## src/rtl/wtm_pkg.sv

```systemverilog
package wtm_pkg;
    localparam int OP_W   = 8;
    localparam int PROD_W = 2 * OP_W;
    localparam int GRP_W  = 4;
    localparam int N_ROWS = OP_W;
endpackage

```

## src/rtl/wtm_cmp42.sv

```systemverilog
// 4:2 compressor cell: x0+x1+x2+x3+cin = sum + 2*(carry+cout)
// cout is formed from x0..x2 only, so it never waits on cin.
module wtm_cmp42 (
    input  logic [3:0] x,
    input  logic       cin,
    output logic       sum,
    output logic       carry,
    output logic       cout
);
    logic t, u, s1;
    always_comb begin
        t     = x[0] ^ x[1];
        u     = x[2] ^ x[3];
        s1    = t ? ~u : u;          // mux in place of second XOR
        cout  = t ? x[2] : x[0];     // majority of x0,x1,x2
        sum   = s1 ? ~cin : cin;
        carry = s1 ? cin : x[3];
    end
endmodule

```

## src/rtl/wtm_cmp52.sv

```systemverilog
// 5:2 compressor cell:
// x0+..+x4+cin1+cin2 = sum + 2*(carry+cout1+cout2)
// cout1 and cout2 come from the primary inputs only.
module wtm_cmp52 (
    input  logic [4:0] x,
    input  logic       cin1,
    input  logic       cin2,
    output logic       sum,
    output logic       carry,
    output logic       cout1,
    output logic       cout2
);
    logic t, sa, w, sb, q;
    always_comb begin
        t     = x[0] ^ x[1];
        sa    = t ? ~x[2] : x[2];
        cout1 = t ? x[2] : x[0];
        w     = sa ^ x[3];
        sb    = w ? ~x[4] : x[4];
        cout2 = w ? x[4] : sa;
        q     = cin1 ^ cin2;
        sum   = sb ? ~q : q;
        carry = q ? sb : cin1;
    end
endmodule

```

## src/rtl/wtm_red_row.sv

```systemverilog
// One reduction row across all columns. NIN picks the cell:
// 5 -> 5:2 compressors, 4 -> 4:2 compressors, 3 -> full adders.
// spill counts the weight-2^W terms leaving the top column.
module wtm_red_row #(
    parameter int W   = 16,
    parameter int NIN = 5
) (
    input  logic [NIN-1:0][W-1:0] rows,
    output logic [W-1:0]          sum_row,
    output logic [W-1:0]          car_row,
    output logic [1:0]            spill
);
    logic [W-1:0] car_w;

    assign car_row = {car_w[W-2:0], 1'b0};

    if (NIN == 5) begin : g_c52
        logic [W:0] ch1, ch2;
        assign ch1[0] = 1'b0;
        assign ch2[0] = 1'b0;
        for (genvar c = 0; c < W; c++) begin : g_col
            logic [4:0] cx;
            for (genvar k = 0; k < 5; k++) begin : g_bit
                assign cx[k] = rows[k][c];
            end
            wtm_cmp52 u_cell (
                .x(cx), .cin1(ch1[c]), .cin2(ch2[c]),
                .sum(sum_row[c]), .carry(car_w[c]),
                .cout1(ch1[c+1]), .cout2(ch2[c+1])
            );
        end
        assign spill = 2'(car_w[W-1]) + 2'(ch1[W]) + 2'(ch2[W]);
    end else if (NIN == 4) begin : g_c42
        logic [W:0] ch;
        assign ch[0] = 1'b0;
        for (genvar c = 0; c < W; c++) begin : g_col
            logic [3:0] cx;
            for (genvar k = 0; k < 4; k++) begin : g_bit
                assign cx[k] = rows[k][c];
            end
            wtm_cmp42 u_cell (
                .x(cx), .cin(ch[c]),
                .sum(sum_row[c]), .carry(car_w[c]), .cout(ch[c+1])
            );
        end
        assign spill = 2'(car_w[W-1]) + 2'(ch[W]);
    end else begin : g_fa
        for (genvar c = 0; c < W; c++) begin : g_col
            logic a0, a1, a2;
            assign a0 = rows[0][c];
            assign a1 = rows[1][c];
            assign a2 = rows[2][c];
            assign sum_row[c] = (a0 ^ a1) ? ~a2 : a2;
            assign car_w[c]   = (a0 ^ a1) ? a2 : a0;
        end
        assign spill = {1'b0, car_w[W-1]};
    end
endmodule

```

## src/rtl/wtm_cla.sv

```systemverilog
// Two-level carry-lookahead adder: bit generate/propagate,
// group generate/propagate per GRP bits, group carries from those.
module wtm_cla #(
    parameter int W   = 16,
    parameter int GRP = 4
) (
    input  logic [W-1:0] x,
    input  logic [W-1:0] y,
    output logic [W-1:0] s,
    output logic         co
);
    localparam int NG = W / GRP;

    logic [W-1:0] g, pr;
    assign g  = x & y;
    assign pr = x ^ y;

    always_comb begin
        logic [NG-1:0] grp_g, grp_p;
        logic [NG:0]   gc;
        logic [W-1:0]  c;
        for (int m = 0; m < NG; m++) begin
            grp_g[m] = 1'b0;
            grp_p[m] = 1'b1;
            for (int k = 0; k < GRP; k++) begin
                grp_g[m] = g[m*GRP+k] | (pr[m*GRP+k] & grp_g[m]);
                grp_p[m] = grp_p[m] & pr[m*GRP+k];
            end
        end
        gc[0] = 1'b0;
        for (int m = 0; m < NG; m++) begin
            gc[m+1] = grp_g[m] | (grp_p[m] & gc[m]);
        end
        for (int m = 0; m < NG; m++) begin
            c[m*GRP] = gc[m];
            for (int k = 1; k < GRP; k++) begin
                c[m*GRP+k] = g[m*GRP+k-1] | (pr[m*GRP+k-1] & c[m*GRP+k-1]);
            end
        end
        s  = pr ^ c;
        co = gc[NG];
    end
endmodule

```

## src/rtl/wt_mult.sv

```systemverilog
module wt_mult #(
    parameter bit OUT_REG = 1'b1
) (
    input  logic                       clk,
    input  logic                       rst_n,
    input  logic [wtm_pkg::OP_W-1:0]   opa,
    input  logic [wtm_pkg::OP_W-1:0]   opb,
    output logic [wtm_pkg::PROD_W-1:0] prod
);
    import wtm_pkg::*;

    // partial-product rows, row i shifted left by i
    logic [N_ROWS-1:0][PROD_W-1:0] pp;
    for (genvar i = 0; i < N_ROWS; i++) begin : g_pp
        assign pp[i] = PROD_W'(opa & {OP_W{opb[i]}}) << i;
    end

    // stage 1: rows 0..4 via 5:2, rows 5..7 via full adders
    logic [PROD_W-1:0] s5, c5, s3, c3;
    logic [1:0]        spill5, spill3;

    wtm_red_row #(.W(PROD_W), .NIN(5)) u_st1_c52 (
        .rows(pp[4:0]), .sum_row(s5), .car_row(c5), .spill(spill5)
    );
    wtm_red_row #(.W(PROD_W), .NIN(3)) u_st1_fa (
        .rows(pp[7:5]), .sum_row(s3), .car_row(c3), .spill(spill3)
    );

    // stage 2: four rows to two via 4:2
    logic [3:0][PROD_W-1:0] st2_in;
    logic [PROD_W-1:0]      s2, c2;
    logic [1:0]             spill4;
    assign st2_in = {c3, s3, c5, s5};

    wtm_red_row #(.W(PROD_W), .NIN(4)) u_st2_c42 (
        .rows(st2_in), .sum_row(s2), .car_row(c2), .spill(spill4)
    );

    // final carry-propagate adder
    logic [PROD_W-1:0] prod_c;
    logic              fin_co;
    wtm_cla #(.W(PROD_W), .GRP(GRP_W)) u_cla (
        .x(s2), .y(c2), .s(prod_c), .co(fin_co)
    );

    if (OUT_REG) begin : g_reg
        always_ff @(posedge clk or negedge rst_n) begin
            if (!rst_n) prod <= '0;
            else        prod <= prod_c;
        end
    end else begin : g_comb
        assign prod = prod_c;
    end
endmodule

```

## config.mk

```make
export PLATFORM = sky130hd
export DESIGN_NAME = wt_mult
export DESIGN_NICKNAME = d
export VERILOG_FILES = /design/src/rtl/wtm_pkg.sv /design/src/rtl/wtm_cmp42.sv /design/src/rtl/wtm_cmp52.sv /design/src/rtl/wtm_red_row.sv /design/src/rtl/wtm_cla.sv /design/src/rtl/wt_mult.sv
export SDC_FILE = /design/constraint.sdc
export NUM_CORES = 1
export LEC_CHECK = 0
export ABC_AREA = 1
export BUFFER_PORTS_ARGS = -buffer_cell sky130_fd_sc_hd__buf_4
export CAP_MARGIN = 20
export CORE_MARGIN = 4
export CORE_UTILIZATION = 45
export CTS_CLUSTER_DIAMETER = 80
export CTS_CLUSTER_SIZE = 24
export DETAILED_ROUTE_END_ITERATION = 7
export GPL_TIMING_DRIVEN = 0
export MAX_ROUTING_LAYER = met4
export PLACE_DENSITY = 0.67
export SETUP_SLACK_MARGIN = 0.15
export SLEW_MARGIN = 10
export SYNTH_ARGS = -nofsm -noshare
export SYNTH_HDL_FRONTEND = slang
export SYNTH_SLANG_ARGS = --single-unit
```

## constraint.sdc

```tcl
create_clock -name clk -period 0.8 [get_ports clk]
set_input_delay 0.08 -clock clk [delete_from_list [all_inputs] [get_ports clk]]
set_output_delay 0.08 -clock clk [all_outputs]
set_load 0.02 [all_outputs]
```

After elaboration in Yosys (flattened, before gate mapping)
Index checks and enable logic that the tools add are counted.
{"block": "op_classes", "bitwise_logic": 201, "muxes": 157}
{"cell": "2-to-1 mux 1 bit", "count": 157}
{"cell": "bitwise AND 8 bit", "count": 8}
{"cell": "NOT 1 bit", "count": 61}
{"cell": "XOR 1 bit", "count": 51}
{"cell": "XOR 16 bit", "count": 2}
{"cell": "bitwise AND 1 bit", "count": 26}
{"cell": "OR 1 bit", "count": 20}
{"cell": "bitwise AND 15 bit", "count": 1}
{"cell": "NOT 1 bit (first input constant)", "count": 11}
{"cell": "XOR 1 bit (both inputs constant)", "count": 9}
{"cell": "XOR 1 bit (first input constant)", "count": 7}
{"cell": "XOR 1 bit (second input constant)", "count": 5}
{"block": "word_totals", "register_bits": 16, "word_cells": 359, "in_bits": 18}

Depth between registers and ports, before layout
Gate-level depths: netlist of the first run.
{"block": "logic_depth", "depth_word": 30, "mapped_depth": 30}

Modules after synthesis
Synthesis of the first run repeated with hierarchy kept, for this count alone.
{"block": "hier_totals", "hier_cells": 1379, "area_unflattened_um2": 6890.4}
{"module": "wtm_cmp52", "cells_each": 31, "seq_area_each_um2": 0.0, "area_each_um2": 157.7, "instances": 16}
{"module": "wtm_cmp42", "cells_each": 27, "seq_area_each_um2": 0.0, "area_each_um2": 110.1, "instances": 16}
{"module": "wt_mult", "cells_each": 161, "seq_area_each_um2": 400.4, "area_each_um2": 964.7, "instances": 1}
{"module": "wtm_red_row (u_st1_fa)", "cells_each": 195, "seq_area_each_um2": 0.0, "area_each_um2": 799.5, "instances": 1}
{"module": "wtm_cla", "cells_each": 59, "seq_area_each_um2": 0.0, "area_each_um2": 561.8, "instances": 1}
{"module": "wtm_red_row (u_st1_c52)", "cells_each": 18, "seq_area_each_um2": 0.0, "area_each_um2": 143.9, "instances": 1}
{"module": "wtm_red_row (u_st2_c42)", "cells_each": 18, "seq_area_each_um2": 0.0, "area_each_um2": 136.4, "instances": 1}

Worst setup path before layout of the first run
Ideal clock, no wire load.
{"block": "synth_path", "path_type": "input port to flip-flop", "from": "input port opa[3] (netlist bit)", "to": "register prod[15] (netlist bit)", "arrival_time_ns": 3.936, "n_path_buf": 1, "slack_ns": -3.258, "cell_stages": 24, "setup_time_ns": 0.122, "cell_sequence": "buf_2 nand2_1 xor2_1 xnor2_1 ha_1 xor2_1 inv_1 nand2_1 nand2_1 inv_1 nand2_1 nand3b_1 nand2_1 inv_1 ha_1 ha_1 fa_1 inv_1 fa_1 o21ai_0 fa_1 fa_1 fa_1 xor2_1"}
{"block": "synth_between", "elab_chain_cells": 29, "word_cells_on_any_way": 153, "classes_between": "68 x mux; 85 x bitwise"}
{"item": "start: declaration", "line_no": "wt_mult.sv:6", "rtl": "input logic [wtm_pkg::OP_W-1:0] opa,"}
{"item": "bitwise AND 8 bit", "line_no": "wt_mult.sv:15", "rtl": "assign pp[i] = PROD_W'(opa & {OP_W{opb[i]}}) << i;"}
{"item": "XOR 1 bit", "line_no": "wtm_cmp52.sv:15", "rtl": "t = x[0] ^ x[1];"}
{"item": "2-to-1 mux 1 bit", "line_no": "wtm_cmp52.sv:16", "rtl": "sa = t ? ~x[2] : x[2];"}
{"item": "XOR 1 bit", "line_no": "wtm_cmp52.sv:18", "rtl": "w = sa ^ x[3];"}
{"item": "2-to-1 mux 1 bit", "line_no": "wtm_cmp52.sv:20", "rtl": "cout2 = w ? x[4] : sa;"}
{"item": "XOR 1 bit", "line_no": "wtm_cmp52.sv:21", "rtl": "q = cin1 ^ cin2;"}
{"item": "NOT 1 bit", "line_no": "wtm_cmp52.sv:22", "rtl": "sum = sb ? ~q : q;"}
{"item": "2-to-1 mux 1 bit", "line_no": "wtm_cmp52.sv:22"}
{"item": "[14 not listed]"}
{"item": "bitwise AND 1 bit", "line_no": "wtm_cla.sv:37", "rtl": "c[m*GRP+k] = g[m*GRP+k-1] | (pr[m*GRP+k-1] & c[m*GRP+k-1]);"}
{"item": "OR 1 bit (*)", "line_no": "wtm_cla.sv:37"}
{"item": "bitwise AND 1 bit (*)", "line_no": "wtm_cla.sv:37"}
{"item": "OR 1 bit (*)", "line_no": "wtm_cla.sv:37"}
{"item": "bitwise AND 1 bit (*)", "line_no": "wtm_cla.sv:37"}
{"item": "OR 1 bit (*)", "line_no": "wtm_cla.sv:37"}
{"item": "XOR 16 bit (*)", "line_no": "wtm_cla.sv:40", "rtl": "s = pr ^ c;"}
{"item": "net prod_c[15]", "line_no": "wt_mult.sv:40", "rtl": "logic [PROD_W-1:0] prod_c;"}
{"item": "end signal: assignment", "line_no": "wt_mult.sv:49", "rtl": "else prod <= prod_c;"}
{"item": "end: declaration", "line_no": "wt_mult.sv:8", "rtl": "output logic [wtm_pkg::PROD_W-1:0] prod"}
Mark *: on every way through the listed nets, which the timed path passes. The rest lies on a longest branch.

Worst setup path in the final report of the first run
{"block": "layout_path", "from": "input port opa[6] (netlist bit)", "to": "register prod[15] (netlist bit)"}
{"block": "layout_between", "elab_chain_cells": 27, "word_cells_on_any_way": 149, "classes_between": "69 x mux; 80 x bitwise"}
{"item": "bitwise AND 8 bit", "line_no": "wt_mult.sv:15"}
{"item": "XOR 1 bit", "line_no": "wtm_cmp52.sv:15"}
{"item": "2-to-1 mux 1 bit", "line_no": "wtm_cmp52.sv:16"}
{"item": "XOR 1 bit", "line_no": "wtm_cmp52.sv:18"}
{"item": "2-to-1 mux 1 bit", "line_no": "wtm_cmp52.sv:20"}
{"item": "XOR 1 bit", "line_no": "wtm_cmp52.sv:21"}
{"item": "NOT 1 bit", "line_no": "wtm_cmp52.sv:22"}
{"item": "2-to-1 mux 1 bit", "line_no": "wtm_cmp52.sv:22"}
{"item": "[12 not listed]"}
{"item": "bitwise AND 1 bit", "line_no": "wtm_cla.sv:37"}
{"item": "OR 1 bit", "line_no": "wtm_cla.sv:37"}
{"item": "bitwise AND 1 bit", "line_no": "wtm_cla.sv:37"}
{"item": "OR 1 bit", "line_no": "wtm_cla.sv:37"}
{"item": "bitwise AND 1 bit", "line_no": "wtm_cla.sv:37"}
{"item": "OR 1 bit", "line_no": "wtm_cla.sv:37"}
{"item": "XOR 16 bit (*)", "line_no": "wtm_cla.sv:40"}
{"item": "net prod_c[15]", "line_no": "wt_mult.sv:40"}
Marked as above.

==> results.yml, run 1 <==
power:
  powerDensity_nw_per_um2: 1864
  p_total_uw: 7180
  peakVddDrop_uv: 1940
  power_leakage_uw: 0.002187
layout:
  syn2layout_area_growth_pct: 32.15
  layout_common_cells: "nand2_1 (137), inv_1 (73), nand2_2 (35)"
  nNetsFinal: 554
  num_antenna_cells: 0
  regMostFlops: "prod"
  largest_register_ff_count: 16
  layout_commonest_cell: "nand2_1"
  largest_registers: "prod: 16 flops"
  layout-drive-gt1-share_pct: 31.82
global_routing:
  grt_overflow: 0
  grt_first_pass_wirelength_um: 10450
  grt.total_usage_pct: 16.78
  antenna_found_initial: 0
  grt_max_degree: 17
  first_global_vias: 2622
timing:
  slew_violations: 0
  fin_crit_sh_pct: 454.3
  maxClockFrequency_mhz: 275.2
  worst_pin_slew_ns: 0.3435
  slew_headroom_pct: 76.93
  hold_slack_ns: 0.05827
  rsz0062_at_grt: "yes"
  setup_viol: 30
  setup_ws_ns: -2.834
  finalHoldViolations: 0
  fin_crit_ns: 3.634
place:
  gp_congestion: 0.8532
  hpwl_um: 5006
  portBuffers: 18
  place_ws_ns: -3.290
run_status:
  failed_checks: "negative setup slack"
  status: "complete, but fails checks"
clock_network:
  cts_buffer_depth: 2
  cts_tree: "built"
  cts_sinks: 16
  clk_pin_slew_ns: 0.06
  root_buffer: "clkbuf_8"
  h-tree-depth: 1
  cts_inserted_buffers: 3
synthesis:
  syn_area_um2: 2915
  syn_nets: 507
  avgSynthCellArea_um2: 6.338
  synth_ff_type: "dfrtp_1"
  async_reset_ff_share_pct: 100.0
  yosysSeqAreaShare_pct: 13.73
  syn_inst: 460
  yosys_warnings: 0
  ys_types: 33
  ys_ff_latch: 16
  synth_edf_count: 0
die:
  coreArea_um2: 6314
  die_height_um: 88.49
  die-area_um2: 7830
  die_x_um: 88.49
  start_util_pct: 46.18
  ios: 34
  num_rows: 29
setup_path:
  worst-endpoint-required_ns: 0.94
  endpoint_kind: "flip-flop"
  slowest_delay_ns: 0.34
  cp_slowest_cell: "fa_2"
  cp.arrival_ns: 3.77
  startpoint_type: "input port"
  crit_top_cell: "nand2_2"
  path_class: "in -> reg"
  crit_fanout: 10
drt:
  wire_per_inst_um: 10.90
  num_vias: 2891
  dr.pass1.iters: 4
  drc_errors: 0
  drtIter0Drc: 71
  routed_wirelength_um: 6353
  ant_nets: 0
  avgViaCountPerCell: 4.959
job:
  maxCapViolCount: 0
worst_hold_path:
  hp-class: "in -> reg"
## cells in the mapped netlist, types with 2 or more instances
| cell | number | area, um^2 |
|---|---|---|
| nand2_1 | 157 | 589.3 |
| inv_1 | 80 | 300.3 |
| nand3_1 | 38 | 190.2 |
| ha_1 | 21 | 262.8 |
| nand2_2 | 19 | 118.9 |
| xor2_1 | 19 | 166.4 |
| dfrtp_1 | 16 | 400.4 |
| nand3_2 | 14 | 140.1 |
| nor2_1 | 14 | 52.55 |
| buf_2 | 9 | 45.04 |
| a21oi_1 | 8 | 40.04 |
| fa_1 | 8 | 160.2 |
| xnor2_1 | 8 | 70.07 |
| nand4_1 | 7 | 43.79 |
| a21boi_0 | 6 | 45.04 |
| buf_6 | 5 | 56.30 |
| maj3_1 | 4 | 40.04 |
| nand3b_1 | 3 | 22.52 |
| o21ai_0 | 3 | 15.01 |
| o22ai_1 | 3 | 18.77 |
| a21boi_1 | 2 | 15.01 |
| a21oi_2 | 2 | 17.52 |
| and3_1 | 2 | 12.51 |
| buf_4 | 2 | 15.01 |
| inv_2 | 2 | 7.510 |
## worst paths after layout
check	from	to	slack, ns	depth (start not counted)
max in group asynchronous	rst_n	prod[8]	0.41	2
hold / removal	opa[0]	prod[0]	0.06	3
setup / recovery	opa[6]	prod[15]	-2.83	25
min in group asynchronous	rst_n	prod[9]	0.22	2
## per-stage QoR
stage / setup TNS, ns / std cells / cell area [um^2] / utilization (%)
floorplan: -27.05 / 460 / 3100 / -
global placement: -30.35 / 555 / 3332 / 52.77
detailed placement: -30.81 / 555 / 3332 / 52.77
CTS: -25.92 / 570 / 3635 / 57.57
global route: -29.76 / 583 / 3852 / 61.02
finish: -26.64 / 583 / 3852 / 61.02
## report_power, final
part	internal [uW]	total, uW	switching [uW]	leakage, uW
logic	2380	5200	2810	0.00197
clock network	436	701	265	0.0000288
registers	1150	1280	134	0.000191
total	3970	7180	3210	0.00219
## critical path: cells and delay by family
| kind | cells | cell delay [ns] |
|---|---|---|
| AO/OA/AOI/OAI | 4 | 0.53 |
| XOR/XNOR | 2 | 0.34 |
| adder cells (fa/ha/maj) | 5 | 1.51 |
| buffers and inverters | 5 | 0.29 |
| AND/OR/NAND/NOR | 9 | 1.03 |
## kinds of logic after synthesis
family                   Yosys count  synth area share (%)
flip-flops                        16                 13.73
AND/OR/NAND/NOR                  258                 41.24
adder cells (fa/ha/maj)           33                 15.88
XOR/XNOR                          27                 8.112
AO/OA/AOI/OAI                     28                 6.481
buffers and inverters             98                 14.55
## what timing repair did
item                                    in CTS  in global routing
hold buffers                                 1                  0
setup buffers                               10                 13
endpoints found under the setup margin      30                 31
resized for setup                           45                 24
pin swaps                                   29                 27
endpoints found under the hold margin       16                  0
## per-layer routing
metal	share of wire [%]	wire length (um)	track usage (%)
met5	0	0	-
met4	1.7	106	3.159
met3	4.5	283	2.421
met2	53	3366	30.93
met1	41	2596	19.34
## final cells by class
type                            instances  area (um^2)
Buffer                                 16        193.9
Inverter                               82        307.8
Multi-Input combinational cell        346         2402
Clock buffer                            4        55.05
Tap cell                               77        96.34
Fill cell                             588         2461
Sequential cell                        16        400.4
Timing Repair Buffer                   42        396.6
(Power assumes the default switching activity.)
==> run 2, diff against run 1 <==
- CORE_UTILIZATION: 45 -> 48
- PLACE_DENSITY: 0.67 -> 0.7
==> run 2 against run 1 <==
Effect of this change: combinational power hardly changed; power hardly changed; the flow still finishes with violations (negative setup slack); setup slack worse by 0.043 ns; non-clock buffer count is 6 lower.
==> results.yml, run 2 (synthesis results as in run 1) <==
run_status:
  status: "complete, but fails checks"
  failed_checks: "negative setup slack"
drt:
  num_vias: 2853
  ant_nets: 0
  wire_per_inst_um: 11.21
  avgViaCountPerCell: 4.962
  drc_errors: 0
  routed_wirelength_um: 6447
  dr.pass1.iters: 4
  drtIter0Drc: 92
worst_hold_path:
  hp-class: "in -> reg"
  holdPathStages: 3
  hold_end: "prod[0]"
  min_from: "opa[0]"
timing:
  worst_pin_slew_ns: 0.3502
  slew_violations: 0
  hold_slack_ns: 0.08970
  maxClockFrequency_mhz: 272.0
  finalHoldViolations: 0
  rsz0062_at_grt: "yes"
  setup_ws_ns: -2.877
  fin_crit_ns: 3.677
  slew_headroom_pct: 76.45
  setup_viol: 30
  fin_crit_sh_pct: 459.6
layout:
  regMostFlops: "prod"
  fin_area_um2: 3805
  largest_register_ff_count: 16
  num_antenna_cells: 0
  largest_registers: "prod: 16 flops"
  nNetsFinal: 548
  layout_commonest_cell: "nand2_1"
  syn2layout_area_growth_pct: 30.52
  layout-drive-gt1-share_pct: 30.80
  fin_util_pct: 64.26
  layout_common_cells: "nand2_1 (136), inv_1 (74), nand2_2 (37)"
clock_network:
  clk_pin_slew_ns: 0.07
  cts_tree: "built"
  cts_buffer_depth: 2
  cts_sinks: 16
  h-tree-depth: 1
  cts_inserted_buffers: 3
  root_buffer: "clkbuf_8"
place:
  place_area_um2: 3329
  portBuffers: 18
  hpwl_um: 5113
  place_ws_ns: -3.303
  gp_congestion: 0.8374
global_routing:
  grt_first_pass_wirelength_um: 10720
  grt_max_degree: 17
  grt_overflow: 0
  grt.total_usage_pct: 17.88
  first_global_vias: 2704
  antenna_found_initial: 0
power:
  p_total_uw: 7179
  peakVddDrop_uv: 1949
  powerDensity_nw_per_um2: 1887
  switchingPower_uw: 3223
  p_int_uw: 3956
  power_leakage_uw: 0.002166
  swShare_pct: 44.90
  p_seq_share_pct: 17.9
  p_clk_share_pct: 9.8
  power_frac_comb_pct: 72.3
die:
  ios: 34
  start_util_pct: 49.24
  num_rows: 28
  die-area_um2: 7384
  coreArea_um2: 5921
  die_x_um: 85.93
  die_height_um: 85.93
setup_path:
  path_class: "in -> reg"
  endpoint_kind: "flip-flop"
  cp.arrival_ns: 3.82
  worst-endpoint-required_ns: 0.94
  startpoint_type: "input port"
  critPathLaunch: "opb[0]"
  crit_fanout: 7
job:
  maxCapViolCount: 0
-- run 2: repair_timing --
item                                   in CTS  in global routing
buffers inserted                           10                  7
hold buffers                                1                  0
endpoints found under the hold margin      16                  0
cloned                                      0                  0
setup endpoints to repair                  30                 30
pin swaps                                  20                 16
resized for setup                          36                 33
-- run 2: metrics by stage --
step                cells  setup TNS [ns]
detailed placement    553          -30.97
global placement      553          -30.24
global route          575          -29.47
finish                575          -27.26
CTS                   568          -25.92
floorplan             460          -27.05
-- run 2: critical path, stage by stage --
cell and delay [ns]:
buf_12 0.10, nand2_4 0.06, xor2_2 0.17, xnor2_1 0.13, ha_2 0.21, xor2_2 0.19, buf_4 0.14, xor2_1 0.15
ha_1 0.30, ha_1 0.24, ha_4 0.17, fa_2 0.33, inv_2 0.06, fa_2 0.23, o21ai_2 0.07, fa_2 0.34
fa_2 0.34, fa_2 0.34, xor2_1 0.15
-- run 2: worst max path at each step --
stage          cells past startpoint  endpoint  slack, ns
2_1_floorplan                     25  prod[15]      -3.00
3_3_place_gp                      24  prod[15]      -3.25
3_5_place_dp                      27  prod[15]      -3.30
4_1_cts                           24  prod[15]      -2.79
5_1_grt                           25  prod[15]      -3.06
6_report                          19  prod[15]      -2.88
-- run 2: final cells by class --
cell class                 count  area (um^2)
sequential                    16        400.4
timing repair buffer          36        351.6
buffer                        16        193.9
multi-input combinational    346         2402
clock buffer                   4        55.05
inverter                      82        307.8
tap                           75        93.84
fill                         534         2116
-- run 2: power groups by stage --
| stage | clock network (uW) | registers (uW) | logic [uW] |
|---|---|---|---|
| after floorplan | 0 | 1650 | 2850 |
| after global placement | 0 | 1240 | 4240 |
| after detailed placement | 0 | 1240 | 4370 |
| after CTS | 730 | 1290 | 4870 |
| after global routing | 766 | 1320 | 5840 |
| final | 705 | 1290 | 5190 |
-- run 2: routing by layer --
| layer | vias to the layer above | wire (um) | global-route usage, % |
|---|---|---|---|
| met5 | - | 0 | - |
| met4 | 0 | 34 | 2.158 |
| met3 | 4 | 167 | 2.402 |
| met2 | 37 | 3576 | 35.18 |
| met1 | 1315 | 2669 | 19.26 |
| li1 | 1497 | - | - |
==> run 3, diff against run 2 <==
--- a/config.mk
+++ b/config.mk
@@ -15,3 +15,2 @@
 export DETAILED_ROUTE_END_ITERATION = 7
-export GPL_TIMING_DRIVEN = 0
 export MAX_ROUTING_LAYER = met4
==> constraint.sdc (replaced) <==
create_clock -name clk -period 0.8 [get_ports clk]
set_input_delay 0.12 -clock clk [delete_from_list [all_inputs] [get_ports clk]]
set_output_delay 0.12 -clock clk [all_outputs]
set_load 0.02 [all_outputs]
==> run 3 against run 2 <==
Effect of this change: power increased by 9.6%; the run still ends with negative setup slack left; clock power up 1%; via count is 8.0% higher.
==> results.yml, run 3 (synthesis results as in run 1) <==
run_status:
  failed_checks: "negative setup slack"
  status: "complete, but fails checks"
layout:
  layout-drive-gt1-share_pct: 42.29
  nNetsFinal: 606
  largest_registers: "prod: 16 flops"
  syn2layout_area_growth_pct: 47.64
  largest_register_ff_count: 16
  layout_common_cells: "nand2_1 (125), buf_4 (80), inv_1 (70)"
  fin_area_um2: 4304
  regMostFlops: "prod"
  num-fill-cells: 472
  layout_commonest_cell: "nand2_1"
  num_antenna_cells: 0
setup_path:
  startpoint_type: "input port"
  crit_top_cell: "nand2_2"
  crit_fanout: 8
  worst-endpoint-required_ns: 0.94
  cp.arrival_ns: 3.79
  critPathLaunch: "opb[2]"
  critPathBufInv: 6
  slowest_delay_ns: 0.34
  cp.depth: 25
  crit_family: "adder cells"
  crit_path_end: "prod[15]"
  cp_slowest_cell: "fa_2"
  endpoint_kind: "flip-flop"
  path_class: "in -> reg"
timing:
  fin_crit_sh_pct: 455.9
  rsz0062_at_grt: "yes"
  finalHoldViolations: 0
  worst_pin_slew_ns: 0.2960
  setup_ws_ns: -2.847
  maxClockFrequency_mhz: 274.2
  setup_viol: 31
  slew_headroom_pct: 80.09
  fin_crit_ns: 3.647
  slew_violations: 0
die:
  coreArea_um2: 5921
  ios: 34
  die_height_um: 85.93
  num_rows: 28
  die-area_um2: 7384
  start_util_pct: 49.24
  die_x_um: 85.93
power:
  peakVddDrop_uv: 2101
  power_leakage_uw: 0.002455
  swShare_pct: 43.98
  p_clk_share_pct: 9.1
  switchingPower_uw: 3459
  powerDensity_nw_per_um2: 1827
  p_seq_share_pct: 16.5
  power_frac_comb_pct: 74.4
  p_int_uw: 4406
global_routing:
  grt.total_usage_pct: 20.48
  grt_max_degree: 17
  grt_overflow: 0
  antenna_found_initial: 0
  grt_first_pass_wirelength_um: 12250
  first_global_vias: 3016
clock_network:
  cts_sinks: 16
  clk_pin_slew_ns: 0.07
  root_buffer: "clkbuf_8"
  h-tree-depth: 1
  cts_tree: "built"
  cts_inserted_buffers: 3
  cts_buffer_depth: 2
drt:
  ant_nets: 0
  drc_errors: 0
  avgViaCountPerCell: 4.869
  drtIter0Drc: 94
  routed_wirelength_um: 7428
  num_vias: 3082
  wire_per_inst_um: 11.73
  dr.pass1.iters: 4
worst_hold_path:
  hp-class: "in -> reg"
job:
  maxCapViolCount: 0
place:
  place_area_um2: 3771
  hpwl_um: 5824
  gp_congestion: 0.8800
  portBuffers: 33
  place_ws_ns: -3.301
run 3: cell types whose count changed in the layout (fill, tap and decap cells not counted), moves of 4 or more:
cell	delta
inv_2	+4
nand3_1	-5
nand2_2	+8
nand2_1	-11
buf_2	-4
inv_1	-4
buf_4	+64
nand3_2	+4
run 3: power groups by stage:
stage                     clock network (uW)  logic [uW]  registers (uW)
after floorplan                            0        2850            1650
after global placement                     0        4870            1240
after detailed placement                   0        5020            1250
after CTS                                735        5340            1310
after global routing                     764        6500            1340
final                                    714        5850            1300
run 3: routing by layer:
| metal | share of wire, % | vias to the layer above | track usage (%) |
|---|---|---|---|
| met5 | 0 | - | - |
| met4 | 0.69 | 0 | 2.878 |
| met3 | 2.6 | 6 | 2.209 |
| met2 | 56 | 43 | 40.15 |
| met1 | 40 | 1414 | 22.36 |
| li1 | - | 1619 | - |
run 3: worst min-delay path, delay by kind of cell:
family	cells	cell delay (ns)
and+or+nand+nor	1	0.06
buffers and inverters	3	0.27
run 3: stage by stage:
stage	cells	power, uW	hold slack, ns	utilization [%]	TNS, ns
after global routing	633	8599	0.2648	72.70	-30.70
after CTS	628	7378	0.2528	67.67	-28.16
after floorplan	460	4497	-0.1756	-	-27.61
after detailed placement	618	6275	-0.007926	63.69	-31.96
after global placement	618	6108	-0.01566	63.69	-30.83
final	633	7865	0.2470	72.70	-28.44
run 3: how the worst min path moves through the flow:
stage	start	to	slack (ns)	depth (start not counted)
after floorplan	rst_n	prod[0]	-0.18	0
after global placement	rst_n	prod[7]	-0.02	1
after detailed placement	rst_n	prod[6]	-0.008	1
after CTS	opb[0]	prod[0]	0.25	4
after global routing	opb[0]	prod[0]	0.26	4
final	opb[0]	prod[0]	0.25	4
run 3: what timing repair did:
action                                  in CTS  in global routing
endpoints found under the hold margin       16                  0
gates resized for setup                     35                 67
endpoints found under the setup margin      31                 31
hold buffers                                 1                  0
setup buffers                                5                  5
pin swaps                                   17                 25
run 3: area by class of cell:
| cell class | count | area (um^2) | area share [%] |
|---|---|---|---|
| clock buffer | 4 | 55.05 | 1.279 |
| inverter | 82 | 307.8 | 7.151 |
| tap | 75 | 93.84 | 2.180 |
| sequential | 16 | 400.4 | 9.302 |
| timing repair buffer | 110 | 953.4 | 22.15 |
| multi-input combinational | 346 | 2494 | 57.94 |
